`config.mk`:
```
export PLATFORM = sky130hd
export DESIGN_NAME = acc_logic_flag_unit
export DESIGN_NICKNAME = d
export VERILOG_FILES = /design/src/rtl/acl_pkg.sv /design/src/rtl/acl_parity.sv /design/src/rtl/acl_logic.sv /design/src/rtl/acl_rotate.sv /design/src/rtl/acl_flags.sv /design/src/rtl/acc_logic_flag_unit.sv
export SDC_FILE = /design/constraint.sdc
export NUM_CORES = 1
export LEC_CHECK = 0
export ABC_CLOCK_PERIOD_IN_PS = 2200
export BUFFER_PORTS_ARGS = -buffer_cell sky130_fd_sc_hd__buf_2
export CELL_PAD_IN_SITES_DETAIL_PLACEMENT = 0
export CELL_PAD_IN_SITES_GLOBAL_PLACEMENT = 1
export CORE_AREA = 4 4 87 89
export CTS_BUF_LIST = sky130_fd_sc_hd__clkbuf_8 sky130_fd_sc_hd__clkbuf_16
export DETAILED_ROUTE_END_ITERATION = 8
export DIE_AREA = 0 0 91 93
export PLACE_DENSITY = 0.75
export SLEW_MARGIN = 20
export SYNTH_ARGS = -nofsm -noshare
export SYNTH_HDL_FRONTEND = slang
export SYNTH_SLANG_ARGS = --single-unit
```
`constraint.sdc`:
```
create_clock -name clk -period 2.2 [get_ports clk]
set_clock_uncertainty 0.15 [all_clocks]
set_input_delay 0.44 -clock clk [delete_from_list [all_inputs] [get_ports clk]]
set_output_delay 0.44 -clock clk [all_outputs]
set_load 0.01 [all_outputs]
```
`src/rtl/acl_pkg.sv`:
```
package acl_pkg;

   typedef enum logic [3:0] {
      OP_AND = 4'd0,
      OP_XOR = 4'd1,
      OP_OR  = 4'd2,
      OP_CMP = 4'd3,
      OP_ROL = 4'd4,
      OP_ROR = 4'd5,
      OP_RCL = 4'd6,
      OP_RCR = 4'd7,
      OP_CPL = 4'd8,
      OP_CMC = 4'd9,
      OP_STC = 4'd10
   } acl_op_e;

   typedef struct packed {
      logic s;
      logic z;
      logic ac;
      logic p;
      logic cy;
   } acl_flags_t;

   localparam int unsigned FLAG_BITS = $bits(acl_flags_t);

endpackage

```
`src/rtl/acl_parity.sv`:
```
module acl_parity #(
   parameter int unsigned W        = 8,
   parameter bit          PAR_TREE = 1'b1
) (
   input  logic [W-1:0] val,
   output logic         even
);
   generate
      if (PAR_TREE) begin : g_tree
         assign even = ~(^val);
      end else begin : g_chain
         always_comb begin
            logic acc;
            acc = 1'b0;
            for (int i = 0; i < int'(W); i++) acc = acc ^ val[i];
            even = ~acc;
         end
      end
   endgenerate
endmodule

```
`src/rtl/acl_logic.sv`:
```
module acl_logic
   import acl_pkg::*;
#(
   parameter int unsigned W      = 8,
   parameter int unsigned NIB    = 4
) (
   input  acl_op_e      op,
   input  logic [W-1:0] a,
   input  logic [W-1:0] b,
   output logic [W-1:0] bit_res,
   output logic [W-1:0] diff,
   output logic         borrow,
   output logic         nib_borrow
);
   logic [W:0] wide_diff;

   always_comb begin
      unique case (op)
         OP_AND:  bit_res = a & b;
         OP_XOR:  bit_res = a ^ b;
         OP_OR:   bit_res = a | b;
         default: bit_res = a & b;
      endcase
   end

   assign wide_diff  = {1'b0, a} - {1'b0, b};
   assign diff       = wide_diff[W-1:0];
   assign borrow     = wide_diff[W];
   assign nib_borrow = (a[NIB-1:0] < b[NIB-1:0]);
endmodule

```
`src/rtl/acl_rotate.sv`:
```
module acl_rotate
   import acl_pkg::*;
#(
   parameter int unsigned W = 8
) (
   input  acl_op_e      op,
   input  logic [W-1:0] a,
   input  logic         cy_in,
   output logic [W-1:0] rot,
   output logic         cy_out
);
   always_comb begin
      rot    = a;
      cy_out = cy_in;
      case (op)
         OP_ROL: begin rot = {a[W-2:0], a[W-1]}; cy_out = a[W-1]; end
         OP_ROR: begin rot = {a[0], a[W-1:1]};   cy_out = a[0];   end
         OP_RCL: begin rot = {a[W-2:0], cy_in};  cy_out = a[W-1]; end
         OP_RCR: begin rot = {cy_in, a[W-1:1]};  cy_out = a[0];   end
         default: ;
      endcase
   end
endmodule

```
`src/rtl/acl_flags.sv`:
```
module acl_flags
   import acl_pkg::*;
#(
   parameter int unsigned W        = 8,
   parameter bit          PAR_TREE = 1'b1
) (
   input  acl_op_e      op,
   input  logic [W-1:0] a,
   input  logic [W-1:0] bit_res,
   input  logic [W-1:0] diff,
   input  logic         borrow,
   input  logic         nib_borrow,
   input  logic [W-1:0] rot,
   input  logic         rot_cy,
   input  acl_flags_t   f_in,
   output logic [W-1:0] res,
   output logic         we,
   output acl_flags_t   f_out
);
   logic par_bit, par_diff;

   acl_parity #(.W(W), .PAR_TREE(PAR_TREE)) u_par_bit  (.val(bit_res), .even(par_bit));
   acl_parity #(.W(W), .PAR_TREE(PAR_TREE)) u_par_diff (.val(diff),    .even(par_diff));

   always_comb begin
      f_out = f_in;
      we    = 1'b0;
      res   = a;
      case (op)
         OP_AND, OP_XOR, OP_OR: begin
            we       = 1'b1;
            res      = bit_res;
            f_out.s  = bit_res[W-1];
            f_out.z  = (bit_res == '0);
            f_out.p  = par_bit;
            f_out.cy = 1'b0;
            f_out.ac = (op == OP_AND);
         end
         OP_CMP: begin
            f_out.s  = diff[W-1];
            f_out.z  = (diff == '0);
            f_out.p  = par_diff;
            f_out.cy = borrow;
            f_out.ac = nib_borrow;
         end
         OP_ROL, OP_ROR, OP_RCL, OP_RCR: begin
            we       = 1'b1;
            res      = rot;
            f_out.cy = rot_cy;
         end
         OP_CPL: begin
            we  = 1'b1;
            res = ~a;
         end
         OP_CMC: f_out.cy = ~f_in.cy;
         OP_STC: f_out.cy = 1'b1;
         default: ;
      endcase
   end
endmodule

```
`src/rtl/acc_logic_flag_unit.sv`:
```
module acc_logic_flag_unit
   import acl_pkg::*;
#(
   parameter int unsigned W        = 8,
   parameter bit          PAR_TREE = 1'b1
) (
   input  logic         clk,
   input  logic         rst_n,
   input  logic         op_valid,
   input  logic [3:0]   op_sel,
   input  logic [W-1:0] acc_in,
   input  logic [W-1:0] opnd_in,
   input  logic [4:0]   flags_in,
   output logic [W-1:0] acc_out,
   output logic         acc_we,
   output logic [4:0]   flags_out
);
   localparam int unsigned NIB = 4;

   generate
      if (W <= NIB) begin : g_bad_width
         $error("acc_logic_flag_unit: W must exceed the nibble width");
      end
      if (FLAG_BITS != 5) begin : g_bad_flags
         $error("acc_logic_flag_unit: flag word must be five bits");
      end
   endgenerate

   acl_op_e    op;
   acl_flags_t f_cur, f_nxt;
   logic [W-1:0] bit_res, diff, rot, res_nxt;
   logic borrow, nib_borrow, rot_cy, we_nxt;

   assign op    = acl_op_e'(op_sel);
   assign f_cur = acl_flags_t'(flags_in);

   acl_logic #(.W(W), .NIB(NIB)) u_logic (
      .op(op), .a(acc_in), .b(opnd_in), .bit_res(bit_res),
      .diff(diff), .borrow(borrow), .nib_borrow(nib_borrow)
   );

   acl_rotate #(.W(W)) u_rot (
      .op(op), .a(acc_in), .cy_in(f_cur.cy), .rot(rot), .cy_out(rot_cy)
   );

   acl_flags #(.W(W), .PAR_TREE(PAR_TREE)) u_flags (
      .op(op), .a(acc_in), .bit_res(bit_res), .diff(diff), .borrow(borrow),
      .nib_borrow(nib_borrow), .rot(rot), .rot_cy(rot_cy), .f_in(f_cur),
      .res(res_nxt), .we(we_nxt), .f_out(f_nxt)
   );

   always_ff @(posedge clk or negedge rst_n) begin
      if (!rst_n) begin
         acc_out   <= '0;
         acc_we    <= 1'b0;
         flags_out <= '0;
      end else if (op_valid) begin
         acc_out   <= res_nxt;
         acc_we    <= we_nxt;
         flags_out <= f_nxt;
      end else begin
         acc_we    <= 1'b0;
      end
   end
endmodule

```
==> results.yml <==
detailed_routing:
  postRouteWirelength_um: 6610
  route.detailed.vias_per_inst: 5.08
  drt-wirelength-per-cell_um: 13.6
  initialDrtViolationCount: 87
  drt-pass1-iter-count: 4
  routed-via-count: 2476
  route.antenna.remaining_nets: 0
  post-route-drc-count: 0
layout:
  multiInputGateArea_sq_um: 1850
  layout.area.seq_sq_um: 350
  postLayoutCellArea_sq_um: 3360
  final.fill_count: 693
  synthToLayoutAreaGrowth_pct: 45.7
  final_nets: 470
  post_route_cells_drive_above_1_share: 0.366
  antenna-diode-count: 0
clocking:
  insertion_delay_ns: 0.24
  clock_tree.htree_level_count: 1
  tritoncts: "yes"
  clock_sink_count: 14
  cts_buffers: 3
  clkTransAtPathRegs_ns: 0.05
  clockBufferDepth: 2
  clock_tree.root_cell: "sky130_fd_sc_hd__clkbuf_8"
placed_design:
  place_congestion: 0.839
  io_buffer_count: 41
  hpwl_um: 5480
  placedInstanceArea_sq_um: 3170
critical_path:
  worstPathRequired_ns: 2.17
  r2r_slack_ns: 1.30
  cp-end-kind: "register"
  setup.worst_path.class: "primary input to register"
  crit_path_start_kind: "primary input"
  worst-r2r-cell-count: 1
  timing.critical_path.fanout_max: 2
  endpoint_arrival_time_on_the_critical_path_ns: 2.80
yosys:
  postSynthRegisterBits: 14
  synth-edff-count: 0
  postSynthNetCount: 364
  synth-async-reset-ratio: 1.00
  synthesis.area_sq_um: 2310
  synthesis.yosys.warnings: 0
  proportion_of_synthesized_chip_area_in_sequential_cells: 0.152
  postSynthCellCount: 303
  post_synth_num_cell_types: 44
  dominantRegCellSynth: "sky130_fd_sc_hd__dfrtp_1"
  syn-mean-instance-area_sq_um: 7.61
sta:
  min_period_ns: 2.82
  tightestPinTransition_ns: 0.453
  unrepaired_setup_endpoints_after_global_routing: "true"
  finalSetupViolations: 2
  min_period_over_period: 1.28
  timing.final.hold_violations: 0
  maxClockFrequency_ghz: 0.354
  max_slew_margin: 0.690
  worst_hold_slack_ns: 0.328
  report.final.slew_viol_count: 0
  setup_ws_ns: -0.624
  setup_tns_ns: -0.871
die:
  fp.dieH_um: 93
  design.die.area_sq_um: 8460
  fp-row-count: 30
  num_io_pins: 42
  start_util: 0.341
  die_width_um: 91
  floorplan.core_area_sq_um: 6760
hold_path:
  holdPathStages: 3
  hold_class: "primary input to register"
global_route:
  gr-usage-met2: 0.275
  grt_overflow_total: 0
  groute.layer.met1.usage: 0.191
  grtUsageMet3: 0.0209
  grt_pass1_wl_um: 10800
  grt_antenna_before_repair: 0
  grt_use_total: 0.154
  first_global_vias: 2333
  grt_start_max_net_pins: 39
  top_usage_layer: "met2"
flow_run:
  drv_cap: 0
outcome:
  run_status: "finished, violations left"
  violations: "negative setup slack"
power_and_ir_drop:
  combPwrFrac: 0.624
  seq_power_share: 0.228
  cellLeakagePower_nw: 1.68
  power.clock.fraction: 0.148
  cell_internal_pwr_mw: 0.852
  switching_share: 0.368
  vdd_drop_max_uv: 159
  pwr_density_cell_nw_per_um2: 401
  p_switching_mw: 0.497
power by group through the flow:
stage               Sequential, mW  Clock, mW  Combinational, mW
floorplan                    0.330          0              0.446
global placement             0.311          0              0.763
detailed placement           0.313          0              0.775
CTS                          0.309      0.204              0.837
global route                 0.314      0.217              0.921
finish                       0.308      0.200              0.841
per-layer routing:
| metal | wire length [um] | vias to the layer above |
|---|---|---|
| li1 | - | 1278 |
| met1 | 2970 | 1128 |
| met2 | 3180 | 62 |
| met3 | 324 | 8 |
| met4 | 140 | 0 |
| met5 | 0 | - |
cell families after synthesis:
logic type               synth area share
AO/OA/AOI/OAI                       0.280
XOR/XNOR                           0.0456
adder cells (fa/ha/maj)             0.182
buffers and inverters              0.0987
flip-flops                          0.152
multiplexers                       0.0960
AND/OR/NAND/NOR                     0.145
Yosys cell counts, types with 2 or more instances:
cell type                   count  area (sq um)
sky130_fd_sc_hd__o21ai_0       19          95.1
sky130_fd_sc_hd__o22ai_2        4          50.1
sky130_fd_sc_hd__ha_1          32           400
sky130_fd_sc_hd__dfrtp_1       14           350
sky130_fd_sc_hd__a211oi_1       3          22.5
sky130_fd_sc_hd__a21oi_1       19          95.1
sky130_fd_sc_hd__a31oi_1        8          50.1
sky130_fd_sc_hd__xnor2_1       10          87.6
sky130_fd_sc_hd__o211ai_1       4          30.0
sky130_fd_sc_hd__o211a_1        4          40.0
sky130_fd_sc_hd__o31a_1         2          17.5
sky130_fd_sc_hd__o31ai_1        2          15.0
sky130_fd_sc_hd__clkbuf_1       9          33.8
sky130_fd_sc_hd__buf_2          8          40.0
sky130_fd_sc_hd__mux2i_1       21           210
sky130_fd_sc_hd__nor2_1        32           120
sky130_fd_sc_hd__nand4_1        2          12.5
sky130_fd_sc_hd__a2111oi_0      2          17.5
sky130_fd_sc_hd__nand2b_1       7          43.8
sky130_fd_sc_hd__nand2_1       23          86.3
sky130_fd_sc_hd__o21a_1         2          15.0
sky130_fd_sc_hd__inv_1         32           120
sky130_fd_sc_hd__xor2_1         2          17.5
sky130_fd_sc_hd__o22ai_1        9          56.3
sky130_fd_sc_hd__o221ai_1       7          61.3
sky130_fd_sc_hd__o22a_1         3          26.3
sky130_fd_sc_hd__buf_6          2          22.5
sky130_fd_sc_hd__nor2b_1        5          31.3
worst max-delay path, stage by stage:
cell	delay [ns]
sky130_fd_sc_hd__buf_12	0.11
sky130_fd_sc_hd__inv_16	0.04
sky130_fd_sc_hd__ha_4	0.12
sky130_fd_sc_hd__inv_2	0.04
sky130_fd_sc_hd__fa_2	0.33
sky130_fd_sc_hd__nor2b_4	0.14
sky130_fd_sc_hd__o21ai_2	0.18
sky130_fd_sc_hd__a21oi_4	0.08
sky130_fd_sc_hd__nor2_2	0.10
sky130_fd_sc_hd__xnor2_1	0.14
sky130_fd_sc_hd__ha_1	0.28
sky130_fd_sc_hd__xnor2_2	0.15
sky130_fd_sc_hd__xnor2_1	0.12
sky130_fd_sc_hd__mux2i_1	0.19
sky130_fd_sc_hd__o21ai_1	0.08
sky130_fd_sc_hd__mux2_4	0.25
layout make-up:
cell class,instances,share of cell area
clock buffers,3,0.0123
multi-input cells,236,0.550
inverters,32,0.0406
repair buffers,122,0.263
flip-flops and latches,14,0.104
well taps,80,0.0298
sequential cells by signal, indices dropped and copies added (netlist names):
name       flops
acc_out        8
flags_out      5
acc_we         1
final timing paths:
| check | start | endpoint |
|---|---|---|
| setup / recovery | acc_in[0] | flags_out[1]$_DFFE_PN0P_ |
| min in group asynchronous | rst_n | acc_out[0]$_DFFE_PN0P_ |
| setup reg to reg | flags_out[1]$_DFFE_PN0P_ | flags_out[1]$_DFFE_PN0P_ |
| max in group asynchronous | rst_n | acc_out[6]$_DFFE_PN0P_ |
| hold / removal | flags_in[3] | flags_out[3]$_DFFE_PN0P_ |
| hold reg to reg | flags_out[0]$_DFFE_PN0P_ | flags_out[0]$_DFFE_PN0P_ |
placed cells by master (no fill, tap or decap), types with 4 or more instances in the layout:
master                     Yosys  final
sky130_fd_sc_hd__ha_1         32     27
sky130_fd_sc_hd__o22ai_1       9      9
sky130_fd_sc_hd__buf_12        0      5
sky130_fd_sc_hd__buf_4         1     77
sky130_fd_sc_hd__nor2_1       32     29
sky130_fd_sc_hd__inv_1        32     29
sky130_fd_sc_hd__o22ai_2       4      4
sky130_fd_sc_hd__ha_4          0      5
sky130_fd_sc_hd__o221ai_1      7      7
sky130_fd_sc_hd__mux2i_1      21     21
sky130_fd_sc_hd__dfrtp_1      14     14
sky130_fd_sc_hd__o21ai_0      19     16
sky130_fd_sc_hd__nand2_1      23     23
sky130_fd_sc_hd__a21oi_1      19     17
sky130_fd_sc_hd__nor2b_1       5      4
sky130_fd_sc_hd__a31oi_1       8      8
sky130_fd_sc_hd__o211ai_1      4      4
sky130_fd_sc_hd__xnor2_1      10      9
sky130_fd_sc_hd__buf_2         8     39
sky130_fd_sc_hd__o211a_1       4      4
sky130_fd_sc_hd__nand2b_1      7      7
through the flow:
| stage | setup slack [ns] | cells | util | power (mW) |
|---|---|---|---|---|
| finish | -0.624 | 487 | 0.497 | 1.35 |
| global route | -0.709 | 487 | 0.497 | 1.45 |
| CTS | -0.569 | 487 | 0.495 | 1.35 |
| detailed placement | -0.955 | 479 | 0.469 | 1.09 |
| global placement | -0.887 | 479 | 0.469 | 1.07 |
| floorplan | -0.591 | 303 | - | 0.777 |
what timing repair did:
| action | in CTS | in global routing |
|---|---|---|
| hold buffers | 1 | 0 |
| gates resized for setup | 18 | 4 |
| pin swaps | 11 | 5 |
| buffers inserted | 4 | 0 |
| setup endpoints to repair | 3 | 4 |
| hold endpoints to repair | 14 | 0 |
Power figures use the tool's default switching activity.
